## src/rtl/ufi_pkg.sv

```systemverilog
package ufi_pkg;
  typedef enum logic [1:0] {
    CM_NORMAL = 2'd0,
    CM_ECHO   = 2'd1,
    CM_LOCAL  = 2'd2,
    CM_REMOTE = 2'd3
  } chan_mode_e;

  localparam logic [2:0] A_CTRL   = 3'd0;
  localparam logic [2:0] A_MODE   = 3'd1;
  localparam logic [2:0] A_MASK   = 3'd2;
  localparam logic [2:0] A_ISR    = 3'd3;
  localparam logic [2:0] A_RXTRIG = 3'd4;
  localparam logic [2:0] A_TXTRIG = 3'd5;
  localparam logic [2:0] A_STATUS = 3'd6;
  localparam logic [2:0] A_DATA   = 3'd7;

  localparam int ST_RXTRIG  = 0;
  localparam int ST_RXEMPTY = 1;
  localparam int ST_RXFULL  = 2;
  localparam int ST_TXEMPTY = 3;
  localparam int ST_TXFULL  = 4;
  localparam int ST_TXTRIG  = 13;

  localparam int ISR_W     = 11;
  localparam int IS_OVF    = 5;
  localparam int IS_TMO    = 8;
  localparam int IS_TXTRIG = 10;

  localparam int CT_RXRST = 0;
  localparam int CT_TXRST = 1;
  localparam int CT_TXEN  = 4;
  localparam int CT_TXDIS = 5;
  localparam logic [31:0] CTRL_RESET = 32'h0000_0128;
endpackage

```

## src/rtl/ufi_fifo.sv

```systemverilog
module ufi_fifo #(
  parameter int DEPTH = 64,
  parameter int W     = 8,
  localparam int AW   = $clog2(DEPTH),
  localparam int CW   = AW + 1
) (
  input  logic          clk,
  input  logic          rst_n,
  input  logic          clr,
  input  logic          push,
  input  logic [W-1:0]  wdata,
  input  logic          pop,
  output logic [W-1:0]  rdata,
  output logic [CW-1:0] count,
  output logic          full,
  output logic          empty
);
  logic [W-1:0]  mem [DEPTH];
  logic [AW-1:0] wr_q, wr_n, rd_q, rd_n;
  logic [CW-1:0] cnt_q, cnt_n;
  logic          do_push, do_pop;

  assign full    = (cnt_q == CW'(DEPTH));
  assign empty   = (cnt_q == '0);
  assign do_push = push && !full && !clr;
  assign do_pop  = pop && !empty && !clr;
  assign rdata   = mem[rd_q];
  assign count   = cnt_q;

  always_comb begin
    wr_n  = wr_q;
    rd_n  = rd_q;
    cnt_n = cnt_q;
    if (clr) begin
      wr_n  = '0;
      rd_n  = '0;
      cnt_n = '0;
    end else begin
      if (do_push) wr_n = wr_q + AW'(1);
      if (do_pop)  rd_n = rd_q + AW'(1);
      case ({do_push, do_pop})
        2'b10:   cnt_n = cnt_q + CW'(1);
        2'b01:   cnt_n = cnt_q - CW'(1);
        default: cnt_n = cnt_q;
      endcase
    end
  end

  always_ff @(posedge clk or negedge rst_n) begin
    if (!rst_n) begin
      wr_q  <= '0;
      rd_q  <= '0;
      cnt_q <= '0;
    end else begin
      wr_q  <= wr_n;
      rd_q  <= rd_n;
      cnt_q <= cnt_n;
    end
  end

  always_ff @(posedge clk) begin
    if (do_push) mem[wr_q] <= wdata;
  end

  AST_FIFO_GROW: assert property (@(posedge clk) disable iff (!rst_n)
    (do_push && !do_pop) |=> (cnt_q == $past(cnt_q) + CW'(1)));
  AST_FIFO_BOUND: assert property (@(posedge clk) disable iff (!rst_n)
    (full && push && !pop && !clr) |=> (cnt_q == CW'(DEPTH)));
endmodule

```

## src/rtl/ufi_timeout.sv

```systemverilog
module ufi_timeout #(
  parameter int TMO = 640,
  localparam int TW = $clog2(TMO + 1)
) (
  input  logic clk,
  input  logic rst_n,
  input  logic clr,
  input  logic kick,
  output logic fire
);
  logic [TW-1:0] cnt_q, cnt_n;

  always_comb begin
    cnt_n = cnt_q;
    if (clr)                cnt_n = '0;
    else if (kick)          cnt_n = TW'(TMO);
    else if (cnt_q != '0)   cnt_n = cnt_q - TW'(1);
  end

  assign fire = (cnt_q == TW'(1)) && !kick && !clr;

  always_ff @(posedge clk or negedge rst_n) begin
    if (!rst_n) cnt_q <= '0;
    else        cnt_q <= cnt_n;
  end

  AST_TMO_REARM: assert property (@(posedge clk) disable iff (!rst_n)
    (kick && !clr) |=> !fire);
endmodule

```

## src/rtl/ufi_irq.sv

```systemverilog
module ufi_irq
  import ufi_pkg::*;
#(
  parameter int DEPTH = 64,
  localparam int CW   = $clog2(DEPTH) + 1
) (
  input  logic             clk,
  input  logic             rst_n,
  input  logic [CW-1:0]    rx_cnt,
  input  logic [CW-1:0]    tx_cnt,
  input  logic [CW-1:0]    rx_trig,
  input  logic [CW-1:0]    tx_trig,
  input  logic             ovf_evt,
  input  logic             tmo_evt,
  input  logic             w1c_we,
  input  logic [ISR_W-1:0] w1c_bits,
  input  logic [ISR_W-1:0] mask,
  output logic [31:0]      status,
  output logic [ISR_W-1:0] isr,
  output logic             irq
);
  logic [ISR_W-1:0] isr_q, isr_n, set_vec, clr_vec;
  logic             tx_trig_hit;

  assign tx_trig_hit = (tx_cnt >= tx_trig);

  always_comb begin
    status             = '0;
    status[ST_RXTRIG]  = (rx_cnt >= rx_trig);
    status[ST_RXEMPTY] = (rx_cnt == '0);
    status[ST_RXFULL]  = (rx_cnt == CW'(DEPTH));
    status[ST_TXEMPTY] = (tx_cnt == '0);
    status[ST_TXFULL]  = (tx_cnt == CW'(DEPTH));
    status[ST_TXTRIG]  = tx_trig_hit;
  end

  always_comb begin
    set_vec            = '0;
    set_vec[4:0]       = status[4:0];
    set_vec[IS_OVF]    = ovf_evt;
    set_vec[IS_TMO]    = tmo_evt;
    set_vec[IS_TXTRIG] = tx_trig_hit;
    clr_vec            = w1c_we ? w1c_bits : '0;
    isr_n              = (isr_q & ~clr_vec) | set_vec;
  end

  always_ff @(posedge clk or negedge rst_n) begin
    if (!rst_n) isr_q <= '0;
    else        isr_q <= isr_n;
  end

  assign isr = isr_q;
  assign irq = |(isr_q & mask);

  AST_TXTRIG_STICKY: assert property (@(posedge clk) disable iff (!rst_n)
    (tx_cnt >= tx_trig) |=> isr_q[IS_TXTRIG]);
  AST_OVF_HOLD: assert property (@(posedge clk) disable iff (!rst_n)
    (isr_q[IS_OVF] && !(w1c_we && w1c_bits[IS_OVF])) |=> isr_q[IS_OVF]);
endmodule

```

## src/rtl/uart_fifo_irq.sv

```systemverilog
module uart_fifo_irq
  import ufi_pkg::*;
#(
  parameter int DEPTH      = 64,
  parameter int BIT_CYCLES = 16,
  localparam int CW        = $clog2(DEPTH) + 1,
  localparam int TMO       = 40 * BIT_CYCLES
) (
  input  logic        clk,
  input  logic        rst_n,
  input  logic        reg_we,
  input  logic        reg_re,
  input  logic [2:0]  reg_addr,
  input  logic [31:0] reg_wdata,
  output logic [31:0] reg_rdata,
  input  logic        rx_valid,
  input  logic [7:0]  rx_data,
  output logic        rx_ready,
  output logic        tx_valid,
  output logic [7:0]  tx_data,
  input  logic        tx_ready,
  output logic        irq
);
  logic rst_meta, rst_sync_n;
  always_ff @(posedge clk or negedge rst_n) begin
    if (!rst_n) begin
      rst_meta   <= 1'b0;
      rst_sync_n <= 1'b0;
    end else begin
      rst_meta   <= 1'b1;
      rst_sync_n <= rst_meta;
    end
  end

  logic [31:0]      ctrl_q, ctrl_n;
  chan_mode_e       mode_q, mode_n;
  logic [ISR_W-1:0] mask_q, mask_n;
  logic [CW-1:0]    rxtrig_q, rxtrig_n, txtrig_q, txtrig_n;

  logic wr_ctrl, wr_data, rd_data;
  assign wr_ctrl = reg_we && (reg_addr == A_CTRL);
  assign wr_data = reg_we && (reg_addr == A_DATA);
  assign rd_data = reg_re && (reg_addr == A_DATA);

  logic rx_clr, tx_clr, tx_enabled;
  assign rx_clr     = wr_ctrl && reg_wdata[CT_RXRST];
  assign tx_clr     = wr_ctrl && reg_wdata[CT_TXRST];
  assign tx_enabled = ctrl_q[CT_TXEN] && !ctrl_q[CT_TXDIS];

  always_comb begin
    ctrl_n   = ctrl_q;
    mode_n   = mode_q;
    mask_n   = mask_q;
    rxtrig_n = rxtrig_q;
    txtrig_n = txtrig_q;
    if (reg_we) begin
      case (reg_addr)
        A_CTRL:   ctrl_n   = reg_wdata & ~(32'(1) << CT_RXRST | 32'(1) << CT_TXRST);
        A_MODE:   mode_n   = chan_mode_e'(reg_wdata[1:0]);
        A_MASK:   mask_n   = reg_wdata[ISR_W-1:0];
        A_RXTRIG: rxtrig_n = reg_wdata[CW-1:0];
        A_TXTRIG: txtrig_n = reg_wdata[CW-1:0];
        default:  ;
      endcase
    end
  end

  always_ff @(posedge clk or negedge rst_sync_n) begin
    if (!rst_sync_n) begin
      ctrl_q   <= CTRL_RESET;
      mode_q   <= CM_NORMAL;
      mask_q   <= '0;
      rxtrig_q <= CW'(DEPTH / 2);
      txtrig_q <= CW'(DEPTH / 2);
    end else begin
      ctrl_q   <= ctrl_n;
      mode_q   <= mode_n;
      mask_q   <= mask_n;
      rxtrig_q <= rxtrig_n;
      txtrig_q <= txtrig_n;
    end
  end

  logic          rx_full, rx_empty, tx_full, tx_empty;
  logic [CW-1:0] rx_cnt, tx_cnt;
  logic [7:0]    rx_head;
  logic          to_rx, to_tx, rx_push, tx_push_req, reg_tx_push, tx_pop;
  logic [7:0]    tx_push_data;
  logic          ovf_evt, tmo_evt;

  assign to_rx = rx_valid && (mode_q == CM_NORMAL || mode_q == CM_ECHO);
  assign to_tx = rx_valid && (mode_q == CM_REMOTE || mode_q == CM_ECHO);

  always_comb begin
    case (mode_q)
      CM_NORMAL: rx_ready = !rx_full;
      CM_ECHO:   rx_ready = !rx_full && !tx_full;
      CM_REMOTE: rx_ready = !tx_full;
      default:   rx_ready = 1'b1;
    endcase
  end

  assign rx_push      = to_rx && !rx_full;
  assign reg_tx_push  = wr_data && tx_enabled;
  assign tx_push_req  = to_tx || reg_tx_push;
  assign tx_push_data = to_tx ? rx_data : reg_wdata[7:0];
  assign tx_pop       = tx_valid && tx_ready;
  assign ovf_evt      = (to_rx && rx_full) || (tx_push_req && tx_full) ||
                        (to_tx && reg_tx_push);

  ufi_fifo #(.DEPTH(DEPTH), .W(8)) u_rxq (
    .clk(clk), .rst_n(rst_sync_n), .clr(rx_clr), .push(rx_push),
    .wdata(rx_data), .pop(rd_data), .rdata(rx_head), .count(rx_cnt),
    .full(rx_full), .empty(rx_empty)
  );

  ufi_fifo #(.DEPTH(DEPTH), .W(8)) u_txq (
    .clk(clk), .rst_n(rst_sync_n), .clr(tx_clr), .push(tx_push_req),
    .wdata(tx_push_data), .pop(tx_pop), .rdata(tx_data), .count(tx_cnt),
    .full(tx_full), .empty(tx_empty)
  );

  assign tx_valid = !tx_empty;

  ufi_timeout #(.TMO(TMO)) u_tmo (
    .clk(clk), .rst_n(rst_sync_n), .clr(rx_clr),
    .kick(rx_push), .fire(tmo_evt)
  );

  logic [31:0]      status;
  logic [ISR_W-1:0] isr;

  ufi_irq #(.DEPTH(DEPTH)) u_irq (
    .clk(clk), .rst_n(rst_sync_n), .rx_cnt(rx_cnt), .tx_cnt(tx_cnt),
    .rx_trig(rxtrig_q), .tx_trig(txtrig_q), .ovf_evt(ovf_evt),
    .tmo_evt(tmo_evt), .w1c_we(reg_we && (reg_addr == A_ISR)),
    .w1c_bits(reg_wdata[ISR_W-1:0]), .mask(mask_q), .status(status),
    .isr(isr), .irq(irq)
  );

  always_comb begin
    case (reg_addr)
      A_CTRL:   reg_rdata = ctrl_q;
      A_MODE:   reg_rdata = {30'd0, mode_q};
      A_MASK:   reg_rdata = 32'(mask_q);
      A_ISR:    reg_rdata = 32'(isr);
      A_RXTRIG: reg_rdata = 32'(rxtrig_q);
      A_TXTRIG: reg_rdata = 32'(txtrig_q);
      A_STATUS: reg_rdata = status;
      default:  reg_rdata = rx_empty ? 32'd0 : {24'd0, rx_head};
    endcase
  end

  AST_TX_GATED: assert property (@(posedge clk) disable iff (!rst_sync_n)
    (wr_data && !tx_enabled && !to_tx && !tx_pop && !tx_clr)
      |=> (tx_cnt == $past(tx_cnt)));
  AST_RX_DROP: assert property (@(posedge clk) disable iff (!rst_sync_n)
    (rx_valid && rx_full && mode_q == CM_NORMAL) |=> isr[IS_OVF]);
  AST_SWRST: assert property (@(posedge clk) disable iff (!rst_sync_n)
    rx_clr |=> (rx_cnt == '0 && !ctrl_q[CT_RXRST]));
  AST_ECHO_BOTH: assert property (@(posedge clk) disable iff (!rst_sync_n)
    (rx_valid && rx_ready && mode_q == CM_ECHO && !rd_data && !tx_pop && !wr_ctrl && !wr_data)
      |=> (rx_cnt == $past(rx_cnt) + CW'(1) && tx_cnt == $past(tx_cnt) + CW'(1)));
endmodule

```

## config.mk

```make
export PLATFORM = sky130hd
export DESIGN_NAME = uart_fifo_irq
export DESIGN_NICKNAME = d
export VERILOG_FILES = /design/src/rtl/ufi_pkg.sv /design/src/rtl/ufi_fifo.sv /design/src/rtl/ufi_timeout.sv /design/src/rtl/ufi_irq.sv /design/src/rtl/uart_fifo_irq.sv
export SDC_FILE = /design/constraint.sdc
export NUM_CORES = 1
export LEC_CHECK = 0
export ABC_AREA = 1
export ABC_CLOCK_PERIOD_IN_PS = 5920
export BUFFER_PORTS_ARGS = -buffer_cell sky130_fd_sc_hd__buf_2
export CELL_PAD_IN_SITES_DETAIL_PLACEMENT = 1
export CELL_PAD_IN_SITES_GLOBAL_PLACEMENT = 2
export CORE_ASPECT_RATIO = 1.25
export CORE_MARGIN = 10
export CORE_UTILIZATION = 46
export DETAILED_ROUTE_END_ITERATION = 8
export PLACE_DENSITY = 0.89
export SYNTH_ARGS = -nofsm -noshare
export SYNTH_HDL_FRONTEND = slang
export SYNTH_HIERARCHICAL = 1
export SYNTH_SLANG_ARGS = --single-unit
```

## constraint.sdc

```tcl
create_clock -name clk -period 5.92 [get_ports clk]
set_input_delay 0.296 -clock clk [delete_from_list [all_inputs] [get_ports clk]]
set_output_delay 0.296 -clock clk [all_outputs]
set_load 0.05 [all_outputs]
```

## Word-level counts from Yosys, hierarchy flattened

Memory sizes are Yosys's and may differ from the RTL's.
Cells that the tools add are included.

- Bits in registers: 118
- Input bits: 49
- Output and inout bits: 43
- RAM bits: 1024
- Word-level logic and storage cells: 129
- Memories: 2

- $add $sub $neg: 9
- Reduce and logical (&&, ||, !) cells: 57
- $lt $le $gt $ge: 2
- Mux-type cells: 24
- Equality and inequality tests: 16
- Bitwise logic cells: 4

Memories:

| name | words | width | rd ports | clocked after memory_dff | wr ports | RTL line | RTL |
|---|---|---|---|---|---|---|---|
| u_rxq.mem | 64 | 8 | 1 | 0 | 1 | ufi_fifo.sv:18 | `logic [W-1:0] mem [DEPTH];` |
| u_txq.mem | 64 | 8 | 1 | 0 | 1 | ufi_fifo.sv:18 |  |

Operator list:

| operator | number |
|---|---|
| $pmux 32 s7 | 1 |
| $mux 6 | 8 |
| $mux 10 | 3 |
| $pmux 7 s2 | 2 |
| $logic_and 1x1->1 | 26 |
| $add 6x1->6 const B | 4 |
| $and 11x11->11 | 2 |
| $mux 8 | 2 |
| $add 7x1->7 const B | 2 |
| $eq 7x7->1 const B | 2 |
| $ge 7x7->1 | 2 |
| $logic_not 7->1 | 2 |
| $mux 7 | 2 |
| $sub 7x1->7 const B | 2 |
| $eq 3x3->1 const B | 4 |
| $mux 11 | 1 |
| $not 11->11 | 1 |
| $or 11x11->11 | 1 |
| $reduce_or 11->1 | 1 |
| $eq 10x1->1 const B | 1 |
| $reduce_and 2->1 | 5 |
| $reduce_bool 10->1 | 1 |
| $sub 10x1->10 const B | 1 |
| $reduce_bool 3->1 | 3 |
| other kinds (11) | 33 |

## Depth between registers and ports, before layout

- Depth after elaboration: 9
- Gate-level depth with buffers: 18

## Hierarchy

The synthesis kept the hierarchy.

Modules (own cells, without submodules):

| module | seq. area each (um2) | instances | area an instance (um2) | cells each |
|---|---|---|---|---|
| ufi_fifo at u_rxq | 15850.2 | 1 | 22417.8 | 1947 |
| ufi_fifo at u_txq | 15850.2 | 1 | 22367.7 | 1955 |
| uart_fifo_irq | 1482.7 | 1 | 3412.0 | 471 |
| ufi_irq | 275.3 | 1 | 1144.8 | 169 |
| ufi_timeout | 250.2 | 1 | 713.2 | 96 |

## Least setup slack after synthesis

No wires, ideal clock.

- Kind: reg2reg
- From: reg mode_q[0]
- To: mem u_txq.mem[0][0], data pin
- Required time: 5.218 ns
- Path buffers: 1
- Setup time: 0.702 ns
- Data arrival time: 3.302 ns
- Stages on the path, launching flop included: 5
- Path slack: 1.916 ns
- Cells stage by stage: dfrtp_1 -> nand2_1 -> inv_1 -> clkbuf_1 -> o21ai_0

- Longest elaborated chain between the ends: 4
- Elaborated cells between the ends (all ways): 5

RTL lines:

| element | RTL line | RTL |
|---|---|---|
| start, declared | uart_fifo_irq.sv:36 | `chan_mode_e mode_q, mode_n;` |
| start signal, assigned | uart_fifo_irq.sv:77 | `mode_q <= mode_n;` |
| $eq 2x2->1 or $eq 2x1->1 (tied branches) | uart_fifo_irq.sv:92 | `assign to_tx = rx_valid && (mode_q == CM_REMOTE \|\| mode_q == CM_ECHO);` |
| $logic_or 1x1->1 * | uart_fifo_irq.sv:92 |  |
| $logic_and 1x1->1 * | uart_fifo_irq.sv:92 |  |
| $mux 8 * | uart_fifo_irq.sv:106 | `assign tx_push_data = to_tx ? rx_data : reg_wdata[7:0];` |
| named net tx_push_data[0] | uart_fifo_irq.sv:88 | `logic [7:0] tx_push_data;` |
| end, declared | ufi_fifo.sv:18 |  |

Mark *: on every way through the listed nets, which the timed path passes. The rest lies on a longest branch.

## Worst setup path in the final report

- From: reg u_rxq.rd_q[0]
- To: out reg_rdata[3]

- Longest elaborated chain between the ends: 3

RTL lines:

| element | RTL line | RTL |
|---|---|---|
| start, declared | ufi_fifo.sv:19 | `logic [AW-1:0] wr_q, wr_n, rd_q, rd_n;` |
| start signal, assigned | ufi_fifo.sv:56 | `rd_q <= rd_n;` |
| $mem_v2 64x8 | - |  |
| named net rx_head[3] | uart_fifo_irq.sv:86 | `logic [7:0] rx_head;` |
| $mux 8 | uart_fifo_irq.sv:150 | `default: reg_rdata = rx_empty ? 32'd0 : {24'd0, rx_head};` |
| $pmux 32 s7 | uart_fifo_irq.sv:142 | `case (reg_addr)` |
| end, declared | uart_fifo_irq.sv:15 | `output logic [31:0] reg_rdata,` |

The timed path passes the listed nets, and every way through them passes these cells.

==> load_flow_metrics.sql <==
INSERT INTO impl_metrics (metric_group, metric, value, unit) VALUES
('global_route', 'groute.layer.met1.usage', '28.1', '%'),
('place', 'routabilityCongestion', '0.834', ''),
('drt', 'detail_route.wirelength', '145000', 'um'),
('worst_setup_path', 'critPathRequiredTime', '5620', 'ps'),
('outcome', 'run_status', 'finished clean', ''),
('drt', 'detailedRoute.firstIterationViolations', '2698', ''),
('clocking', 'htree_levels', '3', ''),
('sta', 'fmax', '221', 'MHz'),
('die', 'die_x', '315', 'um'),
('clocking', 'clockRootBuffer', 'sky130_fd_sc_hd__clkbuf_16', ''),
('sta', 'hold_violations', '0', ''),
('drt', 'vias', '34600', ''),
('synthesis', 'netlist.area_leader.share', '61.4', '%'),
('pwr', 'leakage_component_of_the_power', '21.1', 'nW'),
('synthesis', 'yosys_warnings', '6', ''),
('synthesis', 'yosys_most_used_dff', 'sky130_fd_sc_hd__edfxtp_1', ''),
('synthesis', 'post_synth.cell_area_avg', '10.8', 'um2'),
('synthesis', 'synthCells', '4638', ''),
('die', 'coreArea', '0.108', 'mm2'),
('synthesis', 'synth.largest_area_cell', 'sky130_fd_sc_hd__edfxtp_1', ''),
('clocking', 'cts.sinks', '1142', ''),
('sta', 'final.setup.worst_slack', '1400', 'ps'),
('sta', 'rsz0062_at_grt', 'false', ''),
('sta', 'post-route-period-util', '76.4', '%'),
('global_route', 'grt_pass1_vias', '36600', ''),
('sta', 'finalSetupViolations', '0', ''),
('worst_setup_path', 'rr_endpoint', 'u_rxq/mem[42][2]', ''),
('sta', 'total_negative_setup_slacks', '0', 'ps'),
('worst_setup_path', 'cp_data_arrival_time', '4220', 'ps'),
('drt', 'per_cell_via_count_in_the_routed_design', '5.57', ''),
('worst_setup_path', 'reg2reg_setup_slack', '1840', 'ps'),
('sta', 'tightestPinTransition', '1210', 'ps'),
('min_path', 'holdPathStages', '7', ''),
('synthesis', 'ys_top_cells_by_area', 'sky130_fd_sc_hd__edfxtp_1, sky130_fd_sc_hd__nand2_1, sky130_fd_sc_hd__nand3_1', ''),
('global_route', 'maximum_number_of_pins_on_one_net_before_global_route_repair', '141', ''),
('pwr', 'power.density_cell_area', '472', 'mW/mm2'),
('global_route', 'global_route.usage.total', '23.3', '%'),
('global_route', 'grt_use_met2', '41.7', '%'),
('clocking', 'clk_pin_slew_worst_paths', '70', 'ps'),
('synthesis', 'synthArstFlopShare', '10.3', '%'),
('clocking', 'clk_latency', '740', 'ps'),
('synthesis', 'yosys_register_bits', '1142', ''),
('worst_setup_path', 'cp_slowest_cell', 'sky130_fd_sc_hd__dfrtp_4', ''),
('drt', 'drt-pass1-iter-count', '7', ''),
('clocking', 'total_clock_buffers_created_by_cts', '112', ''),
('sta', 'worst_slew_margin_rel', '18.5', '%'),
('clocking', 'ctsResizeCount', '0', ''),
('place', 'detailedPlacementHpwl', '87500', 'um'),
('worst_setup_path', 'max_fo_critical_path', '105', ''),
('sta', 'skew', '45.1', 'ps'),
('worst_setup_path', 'cp-end-kind', 'output port', ''),
('cells_and_area', 'fillers', '11600', ''),
('synthesis', 'mappedNetlistArea', '0.0501', 'mm2'),
('cells_and_area', 'final_nets', '4761', ''),
('pwr', 'total_power', '26.2', 'mW'),
('clocking', 'max-clock-path-buffers', '3', ''),
('die', 'ioPinCount', '92', ''),
('synthesis', 'synth.lib_cells_used.distinct', '47', ''),
('worst_setup_path', 'slowest_delay', '690', 'ps'),
('die', 'fp.dieH', '389', 'um'),
('drt', 'post_drt_wl_per_cell', '23.3', 'um'),
('worst_setup_path', 'timing_worst_setup_path_type', 'reg -> out', ''),
('clocking', 'cts_hold_buf', '39', ''),
('pwr', 'maximum_vdd_drop', '0.000361', 'V'),
('global_route', 'grt_first_pass_wirelength', '219000', 'um'),
('cells_and_area', 'drive_gt1_share', '9.12', '%'),
('job', 'timing.max_cap.violations', '0', ''),
('clocking', 'cts.repair_timing.setup_buffer_count', '0', ''),
('place', 'port_buffers', '91', ''),
('sta', 'fin_crit', '4520', 'ps'),
('synthesis', 'synth-seq-area-share', '67.3', '%');
[worst max path at each step]
stage | startpoint | to | cells past startpoint
after floorplan | mode_q[0] | u_txq/mem[0][0] | 4
after global placement | reg_addr[0] | u_rxq/mem[42][1] | 10
after detailed placement | reg_addr[0] | u_rxq/mem[42][0] | 10
after CTS | u_rxq/rd_q[0] | reg_rdata[3] | 13
after global routing | u_rxq/rd_q[0] | reg_rdata[4] | 13
final | u_rxq/rd_q[0] | reg_rdata[3] | 13
[final cells by class]
cell class / count / area (um2) / share of cell area (%)
repair buffers: 192 / 1360 / 2.46
clock inverters: 63 / 832 / 1.50
well taps: 1438 / 1800 / 3.25
clock buffers: 139 / 3050 / 5.51
diodes: 1 / 2.50 / 0.00452
inverters: 137 / 532 / 0.960
multi-input cells: 3095 / 14100 / 25.5
flip-flops and latches: 1142 / 33700 / 60.9
[tightest hold or removal path: stages]
cell and delay (ps):
sky130_fd_sc_hd__buf_2 110, sky130_fd_sc_hd__inv_1 50, sky130_fd_sc_hd__nor2_1 50, sky130_fd_sc_hd__inv_1 60
sky130_fd_sc_hd__nor3_1 70, sky130_fd_sc_hd__nand2_1 60, sky130_fd_sc_hd__o21ai_0 60
[per-stage QoR]
step                      cells  util (%)  area [um2]  hold WS (ps)
after floorplan            4663         -       50100         0.409
after global placement     5965      47.2       51100          81.2
after detailed placement   5965      47.2       51100          83.9
after CTS                  6206      51.2       55400          24.6
after global routing       6206      51.2       55400          87.5
final                      6207      51.2       55400          65.5
[cell usage after synthesis, types with 24 or more instances]
| master | instances |
|---|---|
| sky130_fd_sc_hd__buf_2 | 138 |
| sky130_fd_sc_hd__clkbuf_1 | 29 |
| sky130_fd_sc_hd__nor2_1 | 181 |
| sky130_fd_sc_hd__dfrtp_1 | 113 |
| sky130_fd_sc_hd__nand3_1 | 986 |
| sky130_fd_sc_hd__o21ai_0 | 41 |
| sky130_fd_sc_hd__buf_6 | 54 |
| sky130_fd_sc_hd__nor3_1 | 24 |
| sky130_fd_sc_hd__o21ai_1 | 33 |
| sky130_fd_sc_hd__nand4_1 | 37 |
| sky130_fd_sc_hd__ha_1 | 30 |
| sky130_fd_sc_hd__buf_4 | 58 |
| sky130_fd_sc_hd__inv_1 | 115 |
| sky130_fd_sc_hd__nand2_1 | 1609 |
| sky130_fd_sc_hd__edfxtp_1 | 1024 |
[routing by layer]
| metal | routed length, um | part of all wire, % | vias to the layer above |
|---|---|---|---|
| met1 | 57000 | 39 | 17400 |
| met2 | 75600 | 52 | 841 |
| li1 | - | - | 16000 |
| met5 | 0 | 0 | - |
| met4 | 5680 | 3.9 | 0 |
| met3 | 6370 | 4.4 | 269 |
[placed cells by master, fill, tap and decap left out, drive strengths merged, types with 27 or more instances in the layout]
cell and n:
nor3 31, o21ai 87, nor2 194, dlygate4sd3 39, edfxtp 1024, nand4 46, nand3 991, ha 30
dfrtp 113, buf 153, clkbuf 139, inv 133, clkinv 49, conb 27, nand2 1635
[logic make-up (layout without fill, tap and decap cells)]
group,after synthesis,count (layout),synth area share [%]
compound gates,121,121,1.37
xor+xnor,12,12,0.210
fa+ha+maj,32,32,0.830
buf+inv,426,531,4.85
flops,1142,1142,67.3
other cells,2,28,0.0150
simple gates,2903,2903,25.4
[state kept, by name (all words and copies together), names as in the netlist, 7 cells and up]
register and cells:
u_irq/isr 11, txtrig_q 7, ctrl_q 30, u_txq/count 7, u_tmo/cnt_q 10, u_rxq/mem 512
rxtrig_q 7, u_rxq/count 7, mask_q 11, u_txq/mem 512
[where the power goes]
group	total [mW]	internal (mW)	switching, mW
clock	7.52	4.40	3.12
combinational	8.93	2.31	6.62
sequential	9.72	9.24	0.479
No activity file was read; power rests on OpenSTA's default activity.
